### config.mk
export PLATFORM = sky130hd
export DESIGN_NAME = bar_bank
export DESIGN_NICKNAME = d
export VERILOG_FILES = /design/src/rtl/bar_pkg.sv /design/src/rtl/bar_boot_loader.sv /design/src/rtl/bar_region.sv /design/src/rtl/bar_bank.sv
export SDC_FILE = /design/constraint.sdc
export NUM_CORES = 1
export LEC_CHECK = 0
export CAP_MARGIN = 15
export CORE_MARGIN = 4
export CORE_UTILIZATION = 55
export DETAILED_ROUTE_END_ITERATION = 8
export DONT_BUFFER_PORTS = 1
export PLACE_DENSITY = 0.74
export SLEW_MARGIN = 20
export SYNTH_ARGS = -nofsm -noshare
export SYNTH_HDL_FRONTEND = slang
export SYNTH_SLANG_ARGS = --single-unit
### constraint.sdc
create_clock -name clk -period 4.9 [get_ports clk]
set_clock_uncertainty 0.05 [all_clocks]
set_input_delay 0.245 -clock clk [delete_from_list [all_inputs] [get_ports clk]]
set_output_delay 0.245 -clock clk [all_outputs]
set_load 0.05 [all_outputs]
### src/rtl/bar_pkg.sv
package bar_pkg;
  localparam int BAR_W      = 32;
  localparam int MIRROR_BIT = BAR_W - 3;
  localparam int ADDR_HI_W  = MIRROR_BIT + 1;
  localparam int IO_ATTR_W  = 2;
  localparam int MEM_ATTR_W = 4;

  typedef enum logic [1:0] {
    LOC_ANY32 = 2'b00,
    LOC_LOW1M = 2'b01,
    LOC_ANY64 = 2'b10,
    LOC_RSVD  = 2'b11
  } loc_e;

  typedef enum logic [1:0] {
    BW_OFF = 2'b00,
    BW_8   = 2'b01,
    BW_16  = 2'b10,
    BW_32  = 2'b11
  } bw_e;

  typedef struct packed {
    logic off;
    logic is_io;
    loc_e loc;
    logic pref;
    bw_e  width;
    logic loc_bad;
  } bar_attr_t;

  function automatic bar_attr_t decode_mask(input logic [BAR_W-1:0] m);
    bar_attr_t a;
    a.width   = bw_e'(m[BAR_W-1 -: 2]);
    a.off     = (m[BAR_W-1 -: 2] == 2'b00);
    a.is_io   = m[0];
    a.loc     = m[0] ? LOC_ANY32 : loc_e'(m[2:1]);
    a.pref    = ~m[0] & m[3];
    a.loc_bad = ~m[0] & m[2];
    return a;
  endfunction

  function automatic logic [ADDR_HI_W-1:0] attr_field(input logic is_io);
    logic [ADDR_HI_W-1:0] f;
    f = '0;
    if (is_io) f[IO_ATTR_W-1:0]  = '1;
    else       f[MEM_ATTR_W-1:0] = '1;
    return f;
  endfunction
endpackage

### src/rtl/bar_boot_loader.sv
module bar_boot_loader #(
  parameter int NUM_REGIONS = 4,
  parameter int WORD_W      = 32
) (
  input  logic                   clk,
  input  logic                   rst_n,
  input  logic                   boot_valid,
  output logic                   boot_ready,
  input  logic [WORD_W-1:0]      boot_data,
  output logic [NUM_REGIONS-1:0] ld_en,
  output logic [WORD_W-1:0]      ld_word,
  output logic                   done
);
  localparam int CNT_W = $clog2(NUM_REGIONS + 1);

  logic [CNT_W-1:0] cnt_q;
  logic             take;

  assign done       = (cnt_q == CNT_W'(NUM_REGIONS));
  assign boot_ready = ~done;
  assign take       = boot_valid & boot_ready;
  assign ld_word    = boot_data;

  for (genvar i = 0; i < NUM_REGIONS; i++) begin : g_en
    assign ld_en[i] = take & (cnt_q == CNT_W'(i));
  end

  always_ff @(posedge clk or negedge rst_n) begin
    if (!rst_n)    cnt_q <= '0;
    else if (take) cnt_q <= cnt_q + 1'b1;
  end
endmodule

### src/rtl/bar_region.sv
module bar_region
  import bar_pkg::*;
(
  input  logic             clk,
  input  logic             rst_n,
  input  logic             ld_en,
  input  logic [BAR_W-1:0] ld_word,
  input  logic             wr_en,
  input  logic [BAR_W-1:0] wr_data,
  input  logic [BAR_W-1:0] acc_addr,
  input  logic             acc_io,
  input  logic             mem_en,
  input  logic             io_en,
  output logic [BAR_W-1:0] rd_word,
  output logic             hit,
  output bar_attr_t        attr
);
  logic [BAR_W-1:0]     mask_q;
  logic [ADDR_HI_W-1:0] base_q;
  logic [ADDR_HI_W-1:0] attr_bits;
  logic [ADDR_HI_W-1:0] wmask;
  logic [BAR_W-1:0]     cmp_mask;
  logic [BAR_W-1:0]     cmp_ref;
  logic                 mirror;
  logic                 type_ok;

  assign attr      = decode_mask(mask_q);
  assign attr_bits = attr_field(attr.is_io);
  assign wmask     = mask_q[ADDR_HI_W-1:0] & ~attr_bits;
  assign mirror    = base_q[MIRROR_BIT];

  always_ff @(posedge clk or negedge rst_n) begin
    if (!rst_n) begin
      mask_q <= '0;
      base_q <= '0;
    end else begin
      if (ld_en) mask_q <= ld_word;
      if (wr_en) base_q <= wr_data[ADDR_HI_W-1:0] & wmask;
    end
  end

  always_comb begin
    if (attr.off) rd_word = '0;
    else          rd_word = {mirror, mirror,
                             base_q | (mask_q[ADDR_HI_W-1:0] & attr_bits)};
  end

  assign cmp_mask = {2'b11, wmask};
  assign cmp_ref  = {mirror, mirror, base_q};
  assign type_ok  = attr.is_io ? (acc_io & io_en) : (~acc_io & mem_en);
  assign hit      = ~attr.off & ~attr.loc_bad & type_ok &
                    (((acc_addr ^ cmp_ref) & cmp_mask) == '0);
endmodule

### src/rtl/bar_bank.sv
module bar_bank
  import bar_pkg::*;
#(
  parameter int NUM_REGIONS = 4,
  localparam int SEL_W      = $clog2(NUM_REGIONS)
) (
  input  logic                     clk,
  input  logic                     rst_n,
  input  logic                     boot_valid,
  output logic                     boot_ready,
  input  logic [BAR_W-1:0]         boot_data,
  output logic                     load_done,
  input  logic                     cfg_wr,
  input  logic                     cfg_rd,
  input  logic [SEL_W-1:0]         cfg_sel,
  input  logic [BAR_W-1:0]         cfg_wdata,
  output logic                     cfg_rvalid,
  output logic [BAR_W-1:0]         cfg_rdata,
  input  logic [BAR_W-1:0]         acc_addr,
  input  logic                     acc_io,
  input  logic                     mem_space_en,
  input  logic                     io_space_en,
  output logic [NUM_REGIONS-1:0]   region_hit,
  output logic [NUM_REGIONS-1:0]   region_off,
  output logic [NUM_REGIONS-1:0]   region_io,
  output logic [2*NUM_REGIONS-1:0] region_loc,
  output logic [NUM_REGIONS-1:0]   region_pref,
  output logic [2*NUM_REGIONS-1:0] region_width,
  output logic [NUM_REGIONS-1:0]   region_loc_bad
);
  logic [NUM_REGIONS-1:0] ld_en;
  logic [BAR_W-1:0]       ld_word;
  logic [BAR_W-1:0]       rd_words [NUM_REGIONS];
  logic                   hit_raw  [NUM_REGIONS];
  bar_attr_t              attrs    [NUM_REGIONS];

  bar_boot_loader #(.NUM_REGIONS(NUM_REGIONS), .WORD_W(BAR_W)) u_loader (
    .clk        (clk),
    .rst_n      (rst_n),
    .boot_valid (boot_valid),
    .boot_ready (boot_ready),
    .boot_data  (boot_data),
    .ld_en      (ld_en),
    .ld_word    (ld_word),
    .done       (load_done)
  );

  for (genvar i = 0; i < NUM_REGIONS; i++) begin : g_region
    logic wr_hit;
    assign wr_hit = cfg_wr & load_done & (cfg_sel == SEL_W'(i));

    bar_region u_region (
      .clk      (clk),
      .rst_n    (rst_n),
      .ld_en    (ld_en[i]),
      .ld_word  (ld_word),
      .wr_en    (wr_hit),
      .wr_data  (cfg_wdata),
      .acc_addr (acc_addr),
      .acc_io   (acc_io),
      .mem_en   (mem_space_en),
      .io_en    (io_space_en),
      .rd_word  (rd_words[i]),
      .hit      (hit_raw[i]),
      .attr     (attrs[i])
    );

    assign region_hit[i]          = hit_raw[i] & load_done;
    assign region_off[i]          = attrs[i].off;
    assign region_io[i]           = attrs[i].is_io;
    assign region_loc[2*i +: 2]   = attrs[i].loc;
    assign region_pref[i]         = attrs[i].pref;
    assign region_width[2*i +: 2] = attrs[i].width;
    assign region_loc_bad[i]      = attrs[i].loc_bad;
  end

  always_ff @(posedge clk or negedge rst_n) begin
    if (!rst_n) begin
      cfg_rvalid <= 1'b0;
      cfg_rdata  <= '0;
    end else begin
      cfg_rvalid <= cfg_rd;
      if (cfg_rd) cfg_rdata <= rd_words[cfg_sel];
    end
  end
endmodule

==> flow_metrics.env <==
export IMPL_synth_edf_count=0
export IMPL_cts_tree="yes"
export IMPL_drt_first_pass_iters=5
export IMPL_run_status="finished with violations"
export IMPL_postCtsResizedCells=0
export IMPL_clk_transition_reported_paths_ns=0.06
export IMPL_synthDominantAreaCellType="sky130_fd_sc_hd__dfrtp_1"
export IMPL_cts_root_buf="sky130_fd_sc_hd__clkbuf_16"
export IMPL_synth_top_area_share_pct=52.5
export IMPL_worst_endpoint_required_ns=4.61
export IMPL_maxcap_viol_count=0
export IMPL_synth_common_cells="sky130_fd_sc_hd__dfrtp_1, sky130_fd_sc_hd__nand2_1, sky130_fd_sc_hd__mux2_2, sky130_fd_sc_hd__xor2_1, sky130_fd_sc_hd__o21ai_0"
export IMPL_route_detailed_vias_per_inst=6.15
export IMPL_setup_worst_path_class="reg2out"
export IMPL_timing_critical_path_slowest_stage_cell="sky130_fd_sc_hd__nor3_2"
export IMPL_number_of_buffers_added_on_ports=0
export IMPL_slew_headroom_pct=22.1
export IMPL_post_cts_setup_buffers=0
export IMPL_crit_path_start_kind="flop"
export IMPL_failing_checks="hold timing"
export IMPL_syn_cell_area_um2=13100
export IMPL_power_density_over_cell_area_nw_per_um2=647
export IMPL_die_w_um=162
export IMPL_initial_core_util_pct=55.8
export IMPL_hold_viol_final=274
export IMPL_postCtsHoldBufs=64
export IMPL_postSynthAreaPerCell_um2=10.8
export IMPL_rsz0062_at_grt="no"
export IMPL_mapped_cells=1208
export IMPL_class_of_the_tightest_hold_or_removal_check="in2async"
export IMPL_finalCritPeriodShare_pct=71.6
export IMPL_post_layout_min_period_ns=3.51
export IMPL_grt_pass1_vias=9723
export IMPL_cts_path_max_buffers=3
export IMPL_core_um2=23400
export IMPL_place_hpwl_um=24500
export IMPL_vias=9736
export IMPL_crit_path_cell_trace="inv_1 > ha_1 > nand2_2 > a2111oi_2 > nand4_1 > nor3_2"
export IMPL_synthArstFlopShare_pct=100
export IMPL_placementRows=56
export IMPL_timing_max_transition_violations_final=0
export IMPL_synth_seq_cells=274
export IMPL_grt_max_degree=275
export IMPL_dominant_cell_by_count_in_the_synthesized_netlist="sky130_fd_sc_hd__dfrtp_1"
export IMPL_synth_nets=1319
export IMPL_final_nets=1353
export IMPL_overflow_left_after_global_routing=0
export IMPL_pin_count=177
export IMPL_hold_slack_ns=-0.641
export IMPL_drive_above_1_share_pct=17.7
export IMPL_worst_pin_slew_ns=1.16
export IMPL_area_growth_syn_to_layout_pct=13.0
export IMPL_path_delay_family="simple AND/OR/NAND/NOR gates"
export IMPL_sequential_share_of_the_synthesized_area_pct=52.5
export IMPL_timing_fmax_mhz=285
export IMPL_dieArea_um2=26300
export IMPL_globalRouteTotalUtil_pct=28.9
export IMPL_worstPathMaxFanout=8
export IMPL_cp_slowest_stage_delay_ns=0.85
export IMPL_power_leakage_uw=0.00667
export IMPL_grt_first_pass_wirelength_um=58900
export IMPL_cts_num_sinks=274
export IMPL_clkLatencyLatePin_ns=0.54
export IMPL_postRouteWirelength_um=38400
export IMPL_cts_made_buffers=29
export IMPL_dominantRegCellSynth="sky130_fd_sc_hd__dfrtp_1"
export IMPL_drc=0
export IMPL_placer_s_final_routability_congestion_estimate=0.843
export IMPL_finalSetupTns_ns=0
export IMPL_worst_setup_ep_type="output pin"
export IMPL_ir_worst_vdd_mv=0.293
export IMPL_ys_warn_count=0
export IMPL_dr_first_iter_drc_count=884
export IMPL_cts_htree_levels=1
export IMPL_distinct_cells_synth=41
export IMPL_number_of_antenna_violations_at_the_first_check_in_global_routing=4
export IMPL_ant_nets=0
export IMPL_vertical_die_dimension_um=162
export IMPL_crit_path_dat_ns=3.21
export IMPL_worstPathBufferInverterCount=1
export IMPL_finalSetupViolations=0
export IMPL_yosys_top_cells_area="sky130_fd_sc_hd__dfrtp_1, sky130_fd_sc_hd__mux2_2, sky130_fd_sc_hd__xor2_1, sky130_fd_sc_hd__nand2_1, sky130_fd_sc_hd__o21ai_0"
export IMPL_wl_per_cell_um=24.2
## stage by stage
| stage | instance area, µm² | worst slack [ns] | std cells | util (%) | total power, µW |
|---|---|---|---|---|---|
| finish | 14800 | 1.39 | 1583 | 63.1 | 9550 |
| global placement | 13100 | 1.96 | 1466 | 56.2 | 7110 |
| floorplan | 13100 | 2.08 | 1208 | - | 6490 |
| global route | 14800 | 1.28 | 1583 | 63.1 | 9990 |
| CTS | 14800 | 1.35 | 1582 | 63.1 | 9500 |
| detailed placement | 13100 | 1.92 | 1466 | 56.2 | 7240 |
## area by class of cell
| class | count | area (µm²) |
|---|---|---|
| fill | 1861 | 8640 |
| sequential | 274 | 6860 |
| multi-input combinational | 851 | 5740 |
| clock buffer | 46 | 900 |
| timing repair buffer | 81 | 786 |
| tap | 319 | 399 |
| clock inverter | 6 | 58.8 |
| inverter | 5 | 18.8 |
| antenna | 1 | 2.50 |
## path summary, 6_finish.rpt
kind / from / to / slack [ns] / depth (start not counted)
setup / recovery: u_loader.cnt_q[0] / region_hit[3] / 1.39 / 6
hold / removal: rst_n / g_region[3].u_region.mask_q[4] / -0.64 / 0
setup reg to reg: g_region[3].u_region.mask_q[31] / cfg_rdata[2] / 2.05 / 6
hold reg to reg: g_region[0].u_region.base_q[26] / g_region[0].u_region.base_q[26] / 0.46 / 2
max in group asynchronous: rst_n / g_region[3].u_region.mask_q[13] / 4.97 / 0
min in group clk: cfg_sel[0] / g_region[2].u_region.base_q[29] / 0.05 / 3
## layout by cell type (no fill, tap or decap), types with 13 or more instances in the layout
| master | count |
|---|---|
| sky130_fd_sc_hd__a22oi_1 | 44 |
| sky130_fd_sc_hd__nor2_1 | 36 |
| sky130_fd_sc_hd__xor2_1 | 107 |
| sky130_fd_sc_hd__nor2b_1 | 13 |
| sky130_fd_sc_hd__a21oi_1 | 18 |
| sky130_fd_sc_hd__clkbuf_16 | 29 |
| sky130_fd_sc_hd__nand3_1 | 37 |
| sky130_fd_sc_hd__a31oi_1 | 21 |
| sky130_fd_sc_hd__a221oi_1 | 23 |
| sky130_fd_sc_hd__dlygate4sd3_1 | 63 |
| sky130_fd_sc_hd__o21ai_0 | 97 |
| sky130_fd_sc_hd__buf_4 | 17 |
| sky130_fd_sc_hd__dfrtp_1 | 274 |
| sky130_fd_sc_hd__mux2_2 | 129 |
| sky130_fd_sc_hd__nand2_1 | 235 |
| sky130_fd_sc_hd__a22o_1 | 23 |
## state kept, by name (all words and copies together), names as in the netlist
register                  flops
g_region.u_region.base_q    112
u_loader.cnt_q                3
cfg_rdata                    30
cfg_rvalid                    1
g_region.u_region.mask_q    128
## power breakdown
part           internal (µW)  switching [µW]
Clock                   1300             894
Sequential              3200            1200
Combinational           1230            1730
## cell families (layout without fill, tap and decap cells)
kind of cell | count (synthesis) | after routing | synth area share, %
simple gates | 364 | 364 | 12.3
flops | 274 | 274 | 52.5
compound gates | 244 | 244 | 12.4
mux | 129 | 129 | 11.1
xor+xnor | 109 | 109 | 7.31
buf+inv | 83 | 138 | 3.85
fa+ha+maj | 5 | 5 | 0.479
other cells | 0 | 1 | 0
## per-layer routing
layer | track usage (%) | vias to the layer above | wire (µm)
li1 | - | 4308 | -
met1 | 40.3 | 4873 | 15700
met2 | 45.9 | 471 | 17900
met3 | 6.83 | 78 | 3810
met4 | 7.96 | 6 | 967
met5 | 0 | - | 30
Power figures use the tool's default switching activity.
